<file path="src/rtl/omega_pkg.sv">
// Shared helpers for the omega network: index rotations used to build
// the perfect-shuffle wiring between columns. Assumes lg >= 1.
package omega_pkg;

    // Left rotation of a lg-bit line index (shuffle: source line -> position).
    function automatic int rotl(input int j, input int lg);
        return ((j << 1) | (j >> (lg - 1))) & ((1 << lg) - 1);
    endfunction

    // Right rotation of a lg-bit line index (position -> source line).
    function automatic int rotr(input int j, input int lg);
        return (j >> 1) | ((j & 1) << (lg - 1));
    endfunction

endpackage

</file>
<file path="src/rtl/omega_sw2.sv">
// 2x2 self-routing element. Each input's head cell is its holding slot
// if occupied, otherwise the incoming cell. Bit SEL_BIT of the head cell
// picks the output (0 upper, 1 lower). On a conflict, slot parity picks
// the winner (even: upper input). A loser that arrived fresh is parked in
// the holding slot; in_ready is the inverse of that slot's occupancy.
// Assumes the downstream ready depends only on downstream state.
module omega_sw2 #(
    parameter int CELL_W  = 19,
    parameter int SEL_BIT = 18
) (
    input  logic                clk,
    input  logic                rst_n,
    input  logic                slot_odd,
    input  logic [1:0]          in_valid,
    output logic [1:0]          in_ready,
    input  logic [2*CELL_W-1:0] in_cell,
    output logic [1:0]          out_valid,
    input  logic [1:0]          out_ready,
    output logic [2*CELL_W-1:0] out_cell
);
    logic [1:0]        hold_v;
    logic [CELL_W-1:0] hold_c [2];
    logic [1:0]        out_v;
    logic [CELL_W-1:0] out_c [2];
    logic [1:0]        head_v, want, gnt, out_free, load, load_src;
    logic [CELL_W-1:0] head_c [2];
    logic              conflict;

    // Select each input's head cell and its requested output.
    always_comb begin
        for (int i = 0; i < 2; i++) begin
            head_v[i] = hold_v[i] | in_valid[i];
            head_c[i] = hold_v[i] ? hold_c[i] : in_cell[i*CELL_W +: CELL_W];
            want[i]   = head_c[i][SEL_BIT];
        end
    end

    assign conflict = (&head_v) && (want[0] == want[1]);

    // Grant a head cell when its output register can load and it wins any conflict.
    always_comb begin
        for (int o = 0; o < 2; o++) begin
            out_free[o] = !out_v[o] || out_ready[o];
        end
        for (int i = 0; i < 2; i++) begin
            gnt[i] = head_v[i] && out_free[want[i]] &&
                     (!conflict || (slot_odd == 1'(i)));
        end
        for (int o = 0; o < 2; o++) begin
            load[o]     = (gnt[0] && (want[0] == 1'(o))) || (gnt[1] && (want[1] == 1'(o)));
            load_src[o] = !(gnt[0] && (want[0] == 1'(o)));
        end
    end

    // Output registers: load a granted cell, otherwise drain on ready.
    always_ff @(posedge clk) begin
        for (int o = 0; o < 2; o++) begin
            if (!rst_n) begin
                out_v[o] <= 1'b0;
            end else if (load[o]) begin
                out_v[o] <= 1'b1;
                out_c[o] <= head_c[load_src[o]];
            end else if (out_ready[o]) begin
                out_v[o] <= 1'b0;
            end
        end
    end

    // Holding slots: release on grant, capture a fresh cell that was not granted.
    always_ff @(posedge clk) begin
        for (int i = 0; i < 2; i++) begin
            if (!rst_n) begin
                hold_v[i] <= 1'b0;
            end else if (hold_v[i]) begin
                if (gnt[i]) hold_v[i] <= 1'b0;
            end else if (in_valid[i] && !gnt[i]) begin
                hold_v[i] <= 1'b1;
                hold_c[i] <= in_cell[i*CELL_W +: CELL_W];
            end
        end
    end

    assign in_ready  = ~hold_v;
    assign out_valid = out_v;
    assign out_cell  = {out_c[1], out_c[0]};

    for (genvar o = 0; o < 2; o++) begin : g_out_chk
        // a cell on output o always carries the matching routing bit.
        p_route_bit_r2: assert property (@(posedge clk) disable iff (!rst_n)
            out_v[o] |-> (out_c[o][SEL_BIT] == 1'(o)));
        // a stalled output keeps its cell.
        p_out_hold_r7: assert property (@(posedge clk) disable iff (!rst_n)
            (out_v[o] && !out_ready[o]) |=> (out_v[o] && $stable(out_c[o])));
    end

    for (genvar i = 0; i < 2; i++) begin : g_hold_chk
        // a parked cell that is not granted stays parked and unchanged.
        p_loser_kept_r6: assert property (@(posedge clk) disable iff (!rst_n)
            (hold_v[i] && !gnt[i]) |=> (hold_v[i] && $stable(hold_c[i])));
    end

    // even slots favour the upper input, odd slots the lower one.
    p_even_upper_r5: assert property (@(posedge clk) disable iff (!rst_n)
        (conflict && out_free[want[0]] && !slot_odd) |=> (hold_v[1] && !hold_v[0]));
    p_odd_lower_r5: assert property (@(posedge clk) disable iff (!rst_n)
        (conflict && out_free[want[0]] && slot_odd) |=> (hold_v[0] && !hold_v[1]));

endmodule

</file>
<file path="src/rtl/omega_stage.sv">
// One column of the omega network: a perfect shuffle of the N incoming
// lines followed by N/2 elements. Element e takes shuffled lines 2e
// (upper) and 2e+1 (lower) and drives outgoing lines 2e and 2e+1.
// Assumes N is a power of two and N >= 2.
module omega_stage #(
    parameter int N       = 8,
    parameter int LOG2N   = 3,
    parameter int CELL_W  = 19,
    parameter int SEL_BIT = 18
) (
    input  logic                clk,
    input  logic                rst_n,
    input  logic                slot_odd,
    input  logic [N-1:0]        up_valid,
    output logic [N-1:0]        up_ready,
    input  logic [N*CELL_W-1:0] up_cell,
    output logic [N-1:0]        dn_valid,
    input  logic [N-1:0]        dn_ready,
    output logic [N*CELL_W-1:0] dn_cell
);
    logic [N-1:0]        sh_v, sh_r;
    logic [N*CELL_W-1:0] sh_c;

    // Shuffle wiring: position p is fed by line rotr(p); line p's ready comes from rotl(p).
    for (genvar p = 0; p < N; p++) begin : g_shuf
        localparam int SRC = omega_pkg::rotr(p, LOG2N);
        localparam int DST = omega_pkg::rotl(p, LOG2N);
        assign sh_v[p]                    = up_valid[SRC];
        assign sh_c[p*CELL_W +: CELL_W]   = up_cell[SRC*CELL_W +: CELL_W];
        assign up_ready[p]                = sh_r[DST];
    end

    // The column of 2x2 elements.
    for (genvar e = 0; e < N/2; e++) begin : g_sw
        omega_sw2 #(.CELL_W(CELL_W), .SEL_BIT(SEL_BIT)) u_sw (
            .clk       (clk),
            .rst_n     (rst_n),
            .slot_odd  (slot_odd),
            .in_valid  (sh_v[2*e +: 2]),
            .in_ready  (sh_r[2*e +: 2]),
            .in_cell   (sh_c[2*e*CELL_W +: 2*CELL_W]),
            .out_valid (dn_valid[2*e +: 2]),
            .out_ready (dn_ready[2*e +: 2]),
            .out_cell  (dn_cell[2*e*CELL_W +: 2*CELL_W])
        );
    end

endmodule

</file>
<file path="src/rtl/omega_net.sv">
// Top of the self-routing omega network: LOG2N shuffle+element columns.
// Column k routes on destination bit LOG2N-1-k (MSB first). A cell is
// {dest, data}. Holds the global slot parity used for arbitration.
// Assumes N_PORTS is a power of two, at least 2.
module omega_net #(
    parameter int N_PORTS = 8,
    parameter int DATA_W  = 16
) (
    input  logic                               clk,
    input  logic                               rst_n,
    input  logic [N_PORTS-1:0]                 in_valid,
    output logic [N_PORTS-1:0]                 in_ready,
    input  logic [N_PORTS*$clog2(N_PORTS)-1:0] in_dest,
    input  logic [N_PORTS*DATA_W-1:0]          in_data,
    output logic [N_PORTS-1:0]                 out_valid,
    input  logic [N_PORTS-1:0]                 out_ready,
    output logic [N_PORTS*$clog2(N_PORTS)-1:0] out_dest,
    output logic [N_PORTS*DATA_W-1:0]          out_data
);
    localparam int LOG2N  = $clog2(N_PORTS);
    localparam int CELL_W = LOG2N + DATA_W;

    logic                      slot_odd;
    logic [N_PORTS-1:0]        lv [LOG2N+1];
    logic [N_PORTS-1:0]        lr [LOG2N+1];
    logic [N_PORTS*CELL_W-1:0] lc [LOG2N+1];
    logic [N_PORTS*CELL_W-1:0] cells_in;

    // Slot parity: 0 in the first slot after reset, toggles every cycle.
    always_ff @(posedge clk) begin
        if (!rst_n) slot_odd <= 1'b0;
        else        slot_odd <= ~slot_odd;
    end

    // Pack port fields into cells and unpack the last column into ports.
    always_comb begin
        for (int i = 0; i < N_PORTS; i++) begin
            cells_in[i*CELL_W +: CELL_W]    = {in_dest[i*LOG2N +: LOG2N], in_data[i*DATA_W +: DATA_W]};
            out_data[i*DATA_W +: DATA_W]    = lc[LOG2N][i*CELL_W +: DATA_W];
            out_dest[i*LOG2N +: LOG2N]      = lc[LOG2N][i*CELL_W + DATA_W +: LOG2N];
        end
    end

    assign lv[0]      = in_valid;
    assign lc[0]      = cells_in;
    assign in_ready   = lr[0];
    assign out_valid  = lv[LOG2N];
    assign lr[LOG2N]  = out_ready;

    for (genvar k = 0; k < LOG2N; k++) begin : g_col
        omega_stage #(
            .N       (N_PORTS),
            .LOG2N   (LOG2N),
            .CELL_W  (CELL_W),
            .SEL_BIT (DATA_W + LOG2N - 1 - k)
        ) u_stage (
            .clk      (clk),
            .rst_n    (rst_n),
            .slot_odd (slot_odd),
            .up_valid (lv[k]),
            .up_ready (lr[k]),
            .up_cell  (lc[k]),
            .dn_valid (lv[k+1]),
            .dn_ready (lr[k+1]),
            .dn_cell  (lc[k+1])
        );
    end

endmodule

</file>
<file path="config.mk">
export PLATFORM = sky130hd
export DESIGN_NAME = omega_net
export DESIGN_NICKNAME = d
export VERILOG_FILES = /design/src/rtl/omega_pkg.sv /design/src/rtl/omega_sw2.sv /design/src/rtl/omega_stage.sv /design/src/rtl/omega_net.sv
export SDC_FILE = /design/constraint.sdc
export NUM_CORES = 1
export LEC_CHECK = 0
export BUFFER_PORTS_ARGS = -buffer_cell sky130_fd_sc_hd__buf_2
export CAP_MARGIN = 10
export CELL_PAD_IN_SITES_DETAIL_PLACEMENT = 0
export CELL_PAD_IN_SITES_GLOBAL_PLACEMENT = 2
export CORE_ASPECT_RATIO = 1.2
export CORE_MARGIN = 2
export CORE_UTILIZATION = 48
export DETAILED_ROUTE_END_ITERATION = 6
export GPL_TIMING_DRIVEN = 0
export PLACE_DENSITY = 0.87
export REMOVE_ABC_BUFFERS = 1
export SYNTH_ARGS = -nofsm -noshare
export SYNTH_HDL_FRONTEND = slang
export SYNTH_HIERARCHICAL = 1
export SYNTH_SLANG_ARGS = --single-unit
</file>
<file path="constraint.sdc">
create_clock -name clk -period 10 [get_ports clk]
set_clock_uncertainty 0.2 [all_clocks]
set_input_delay 1 -clock clk [delete_from_list [all_inputs] [get_ports clk]]
set_output_delay 1 -clock clk [all_outputs]
set_load 0.01 [all_outputs]
</file>
**Word level (Yosys, flattened, before mapping)**

Memories as Yosys holds them, arrays and structs flattened.
Cells that the tools add are included.

- Reduce and logical (&&, ||, !) cells: 324
- Equality and inequality tests: 12
- Muxes and demuxes: 408
- Bitwise gates (word level): 85
- $lt $le $gt $ge: 48

Operators with widths:

| operator | count |
|---|---|
| 19-bit 2-to-1 mux | 96 |
| 1-bit 2-to-1 mux | 312 |
| 1-bit logical AND | 132 |
| 1-bit zero test | 84 |
| 1-bit logical OR | 72 |
| 2-bit >= comparator (second input constant) | 24 |
| 1-bit by 2-bit < comparator with 1-bit output (second input constant) | 24 |
| 1-bit NOT with 2-bit output | 24 |
| 2-bit nonzero test | 24 |
| 1-bit NOT | 25 |
| 2-bit NOT | 12 |
| 1-bit bitwise OR | 24 |
| 2-bit AND reduction | 12 |
| 1-bit == test | 12 |

- Input bits: 170
- Memories kept: 24
- Register bits after elaboration: 49
- Logic and storage cells: 938
- Memory bits (writable): 912

Memory list:

| memory | depth | width | read ports | clocked after memory_dff | wr ports | line | text |
|---|---|---|---|---|---|---|---|
| g_col[0].u_stage.g_sw[0].u_sw.hold_c | 2 | 19 | 2 | 0 | 2 | omega_sw2.sv:22 | `logic [CELL_W-1:0] hold_c [2];` |
| g_col[0].u_stage.g_sw[0].u_sw.out_c | 2 | 19 | 2 | 0 | 2 | omega_sw2.sv:24 | `logic [CELL_W-1:0] out_c [2];` |
| g_col[0].u_stage.g_sw[1].u_sw.hold_c | 2 | 19 | 2 | 0 | 2 | omega_sw2.sv:22 |  |
| g_col[0].u_stage.g_sw[1].u_sw.out_c | 2 | 19 | 2 | 0 | 2 | omega_sw2.sv:24 |  |
| g_col[0].u_stage.g_sw[2].u_sw.hold_c | 2 | 19 | 2 | 0 | 2 | omega_sw2.sv:22 |  |
| g_col[0].u_stage.g_sw[2].u_sw.out_c | 2 | 19 | 2 | 0 | 2 | omega_sw2.sv:24 |  |
| 18 more memories | n/a | n/a | n/a | n/a | n/a | n/a |  |

**Depth between registers and ports, before layout**

- Word-level depth: 12
- Gate-level depth with buffers: 9

**By module**

Netlist, hierarchy kept.

By module, submodules not included:

| module | area each (sq um) | cells each | seq. area each (sq um) | instances |
|---|---|---|---|---|
| omega_sw2 at g_col[0].u_stage.g_sw[0].u_sw ... | 3452.1 | 199 | 2362.3 | 8 |
| omega_sw2 at g_col[2].u_stage.g_sw[0].u_sw ... | 3455.8 | 201 | 2362.3 | 4 |
| omega_net | 33.8 | 2 | 20.0 | 1 |

**Least setup slack after synthesis**

Ideal clock, no wire load.

- Path type: input port to flip-flop
- From: input port out_ready[0]
- To: memory g_col[2].u_stage.g_sw[0].u_sw.hold_c[1][0] (netlist: g_col[2].u_stage/g_sw[0].u_sw/hold_c[0][19]), enable pin
- Setup slack: 6040 ps
- Buffers on the path: 0
- Stages: 3
- Required time: 9356 ps
- Setup time: 444 ps
- Data arrival time: 3316 ps
- Cells stage by stage: nor2b_1 -> a221oi_1 -> nor4bb_1

RTL lines:

| item | line | text |
|---|---|---|
| start: declaration | omega_net.sv:16 | `input logic [N_PORTS-1:0] out_ready,` |
| end: declaration | omega_sw2.sv:22 |  |

==> impl_results.html <==
<table>
<tr><th>Metric</th><th>Value</th></tr>
<tr><th colspan="2">Worst setup path</th></tr>
<tr><td>WP buf/inv</td><td>1</td></tr>
<tr><td>Crit path cell chain</td><td>inv_2, o22ai_1, nand3_1, mux2i_1</td></tr>
<tr><td>Crit-path max FO</td><td>23</td></tr>
<tr><td>Critical Path End Type</td><td>flop</td></tr>
<tr><td>Critical Path AT</td><td>4.18 ns</td></tr>
<tr><td>Category of the critical setup timing path</td><td>flop to flop</td></tr>
<tr><td>Critical Path Source Type</td><td>flop</td></tr>
<tr><td>Worst endpoint required time</td><td>10.19 ns</td></tr>
<tr><td>Kind of cell adding the most delay to the critical path</td><td>flip-flops</td></tr>
<tr><td>Delay of the slowest cell on the worst path</td><td>1.13 ns</td></tr>
<tr><td>Slowest stage cell on the critical path</td><td>sky130_fd_sc_hd__dfxtp_1</td></tr>
<tr><th colspan="2">Placement</th></tr>
<tr><td>Area after detailed placement</td><td>44200 um2</td></tr>
<tr><td>Port buffer count</td><td>337</td></tr>
<tr><td>Half-perimeter wire length of the detailed placement result</td><td>78.5 mm</td></tr>
<tr><td>Global placer's final weighted congestion</td><td>0.916</td></tr>
<tr><th colspan="2">Synth</th></tr>
<tr><td>Gate count after technology mapping</td><td>2398</td></tr>
<tr><td>Sequential area share after synthesis</td><td>68.4%</td></tr>
<tr><td>Area share of the leading cell type in the synthesized netlist</td><td>66.0%</td></tr>
<tr><td>EDFF count, synth</td><td>912</td></tr>
<tr><td>Synth area leaders</td><td>sky130_fd_sc_hd__edfxtp_1, sky130_fd_sc_hd__mux2i_1, sky130_fd_sc_hd__dfxtp_1, sky130_fd_sc_hd__buf_12, sky130_fd_sc_hd__buf_6</td></tr>
<tr><td>Cell with the most instances after synthesis</td><td>sky130_fd_sc_hd__edfxtp_1</td></tr>
<tr><td>Most instantiated cells after synthesis</td><td>sky130_fd_sc_hd__edfxtp_1, sky130_fd_sc_hd__mux2i_1, sky130_fd_sc_hd__nor2_1, sky130_fd_sc_hd__dfxtp_1, sky130_fd_sc_hd__nand2b_1</td></tr>
<tr><td>Dominant synthesized flop cell</td><td>sky130_fd_sc_hd__edfxtp_1</td></tr>
<tr><td>Number of distinct library cells after synthesis</td><td>42</td></tr>
<tr><td>Async set or reset register ratio after synthesis</td><td>0%</td></tr>
<tr><td>Synth warnings</td><td>6</td></tr>
<tr><td>Post-synthesis sequential element count</td><td>961</td></tr>
<tr><td>Cell Area, Synth</td><td>41500 um2</td></tr>
<tr><td>Dominant cell type by area after synthesis</td><td>sky130_fd_sc_hd__edfxtp_1</td></tr>
<tr><td>Post-synthesis average cell area</td><td>17.3 um2</td></tr>
<tr><th colspan="2">Layout</th></tr>
<tr><td>P&amp;R area growth vs syn</td><td>14.9%</td></tr>
<tr><td>Number of fill cells in the layout</td><td>6742</td></tr>
<tr><td>Non-Filler Cell Area, Final</td><td>47600 um2</td></tr>
<tr><td>Fraction of final layout cells sized beyond drive strength 1</td><td>21.5%</td></tr>
<tr><td>Final net count</td><td>2941</td></tr>
<tr><th colspan="2">STA</th></tr>
<tr><td>Final critical delay including setup and external delays</td><td>3.99 ns</td></tr>
<tr><td>Final Hold Fails</td><td>0</td></tr>
<tr><td>Max Clock Freq</td><td>0.251 GHz</td></tr>
<tr><td>Slew of the pin with the lowest slew margin</td><td>1.28 ns</td></tr>
<tr><td>Total Neg Setup Slack</td><td>0 ns</td></tr>
<tr><td>Final max-slew violation count</td><td>0</td></tr>
<tr><td>Fin crit share</td><td>39.9%</td></tr>
<tr><td>Worst relative slew slack</td><td>14.2%</td></tr>
<tr><td>Setup repair after global routing missed its margin</td><td>false</td></tr>
<tr><td>Total of endpoints with negative setup slack in the final report</td><td>0</td></tr>
<tr><th colspan="2">Global route</th></tr>
<tr><td>Wire length of the first global-routing pass</td><td>149 mm</td></tr>
<tr><td>Largest net degree at the start of global routing</td><td>90</td></tr>
<tr><td>Vias in the first global route</td><td>22406</td></tr>
<tr><td>Final global-route overflow total</td><td>0</td></tr>
<tr><td>Total global-route track usage</td><td>22.9%</td></tr>
<tr><td>Number of antenna violations at the first check in global routing</td><td>6</td></tr>
<tr><th colspan="2">Route</th></tr>
<tr><td>Starting DRT DRC Count</td><td>1723</td></tr>
<tr><td>Total Wirelength</td><td>102 mm</td></tr>
<tr><td>Number of nets with antenna violations after detailed routing</td><td>0</td></tr>
<tr><td>Total vias in the final route</td><td>22069</td></tr>
<tr><td>Avg WL per Cell</td><td>25.7 um</td></tr>
<tr><td>Length of the first detailed-routing pass in iterations</td><td>5</td></tr>
<tr><td>Vias per std cell</td><td>5.53</td></tr>
<tr><td>Residual DRC count</td><td>0</td></tr>
<tr><th colspan="2">Clock tree</th></tr>
<tr><td>Count of buffers added by post-CTS timing repair for setup</td><td>0</td></tr>
<tr><td>Clock sinks</td><td>961</td></tr>
<tr><td>CTS clk-pin slew, worst paths</td><td>0.07 ns</td></tr>
<tr><td>CTS tree</td><td>done</td></tr>
<tr><td>Latest clock arrival within the worst-skew pair</td><td>0.68 ns</td></tr>
<tr><td>Number of clock buffers inserted by TritonCTS</td><td>94</td></tr>
<tr><td>Max H-tree Level</td><td>3</td></tr>
<tr><td>Post-CTS Hold Buffers</td><td>0</td></tr>
<tr><td>Total of cells resized after clock tree synthesis</td><td>0</td></tr>
<tr><td>Clock Tree Buf Depth</td><td>3</td></tr>
<tr><td>Clock tree root buffer cell</td><td>sky130_fd_sc_hd__clkbuf_16</td></tr>
<tr><th colspan="2">Power and ir drop</th></tr>
<tr><td>Reported leakage power</td><td>16.3 nW</td></tr>
<tr><td>Switch share</td><td>22.1%</td></tr>
<tr><td>Power density of the placed cells</td><td>185 nW/um2</td></tr>
<tr><td>Maximum vdd ir drop</td><td>154 uV</td></tr>
<tr><td>Switching power total</td><td>1.95 mW</td></tr>
<tr><td>Part of the power in the clock network</td><td>40.8%</td></tr>
<tr><td>Internal power</td><td>6.86 mW</td></tr>
<tr><td>Fraction of power consumed by combinational cells</td><td>6.8%</td></tr>
<tr><td>Proportion of power drawn by flip-flops and latches</td><td>52.4%</td></tr>
<tr><th colspan="2">Die</th></tr>
<tr><td>Initial cell density of the core</td><td>48.3%</td></tr>
<tr><td>Die width</td><td>272 um</td></tr>
<tr><td>Row count</td><td>118</td></tr>
<tr><td>Core outline area</td><td>85900 um2</td></tr>
<tr><td>Height of the die</td><td>326 um</td></tr>
<tr><td>Number of placed I/O pins</td><td>338</td></tr>
<tr><td>Die ar.</td><td>88800 um2</td></tr>
<tr><th colspan="2">Worst hold path</th></tr>
<tr><td>Worst Hold Class</td><td>flop to flop</td></tr>
<tr><th colspan="2">Status</th></tr>
<tr><td>Result of the run</td><td>completed</td></tr>
<tr><th colspan="2">Flow run</th></tr>
<tr><td>Maxcap violations</td><td>0</td></tr>
</table>
final timing paths:
| kind | startpoint | end | slack [ns] | cells after the start |
|---|---|---|---|---|
| max | g_col[1].u_stage/g_sw[2].u_sw/hold_v[0] | g_col[1].u_stage/g_sw[2].u_sw/out_c[0][13] | 6.01 | 4 |
| min | g_col[0].u_stage/g_sw[0].u_sw/out_c[0][13] | g_col[1].u_stage/g_sw[0].u_sw/hold_c[0][13] | 0.24 | 0 |
| max reg2reg | g_col[1].u_stage/g_sw[2].u_sw/hold_v[0] | g_col[1].u_stage/g_sw[2].u_sw/out_c[0][13] | 6.01 | 4 |
| min reg2reg | g_col[0].u_stage/g_sw[0].u_sw/out_c[0][13] | g_col[1].u_stage/g_sw[0].u_sw/hold_c[0][13] | 0.24 | 0 |
logic make-up (layout without fill, tap and decap cells):
logic type                Yosys count  after routing  synth area share (%)
and+or+nand+nor                   277            277                  4.55
xor gates and xnor gates           12             12                 0.253
buffers and inverters             124            572                  2.63
AOI/OAI and AO/OA                 120            120                  1.99
other                               0              2                     0
DFF                               961            961                  68.4
muxes                             904            904                  22.2
per-layer routing:
metal	global-route usage, %	wire (um)	up-vias
met3	3.24	4900	151
met2	39.1	51500	648
met5	0	53	-
met1	29.8	42800	11147
met4	7.94	3230	8
li1	-	-	10115
area by class of cell:
type	instances	area, um2	share of cell area, %
timing repair buffer	377	2460	5.16
inverter	24	90.1	0.189
tap	1140	1430	2.99
antenna	2	5.00	0.0105
clock buffer	118	2500	5.25
sequential	961	28400	59.5
multi-input combinational	1313	12100	25.5
clock inverter	53	642	1.35
registers in the layout, indices dropped and copies added (netlist names):
name,flops
slot_odd,1
g_col.u_stage/g_sw.u_sw/out_valid,24
g_col.u_stage/g_sw.u_sw/out_c,456
g_col.u_stage/g_sw.u_sw/hold_v,24
g_col.u_stage/g_sw.u_sw/hold_c,456
metrics by stage:
stage | util, % | cells | hold slack, ns | power (mW) | worst slack [ns]
detailed placement | 51.5 | 3803 | 0.236 | 5.29 | 6.03
finish | 55.4 | 3988 | 0.237 | 8.81 | 6.01
global placement | 50.7 | 3775 | 0.234 | 5.26 | 3.98
global route | 55.4 | 3987 | 0.247 | 9.07 | 5.92
CTS | 55.1 | 3974 | 0.241 | 8.88 | 5.97
floorplan | - | 2298 | 0.226 | 5.00 | 5.74
power by group through the flow:
stage / registers, mW / clock network (mW) / logic (mW)
floorplan: 4.68 / 0 / 0.320
global placement: 4.70 / 0 / 0.563
CTS: 4.62 / 3.67 / 0.592
global route: 4.62 / 3.82 / 0.636
finish: 4.61 / 3.59 / 0.598
detailed placement: 4.70 / 0 / 0.589
placed cells by master (no fill, tap or decap), types with 18 or more instances in the layout:
cell type	count
sky130_fd_sc_hd__nor2b_1	24
sky130_fd_sc_hd__dfxtp_1	48
sky130_fd_sc_hd__nand2b_1	44
sky130_fd_sc_hd__mux2i_1	892
sky130_fd_sc_hd__clkbuf_16	94
sky130_fd_sc_hd__nor3b_1	20
sky130_fd_sc_hd__and3_1	32
sky130_fd_sc_hd__buf_16	18
sky130_fd_sc_hd__edfxtp_1	912
sky130_fd_sc_hd__clkbuf_1	18
sky130_fd_sc_hd__o21ai_0	40
sky130_fd_sc_hd__buf_2	336
sky130_fd_sc_hd__nor2_1	49
sky130_fd_sc_hd__a21oi_1	24
No activity file was read; power rests on OpenSTA's default activity.
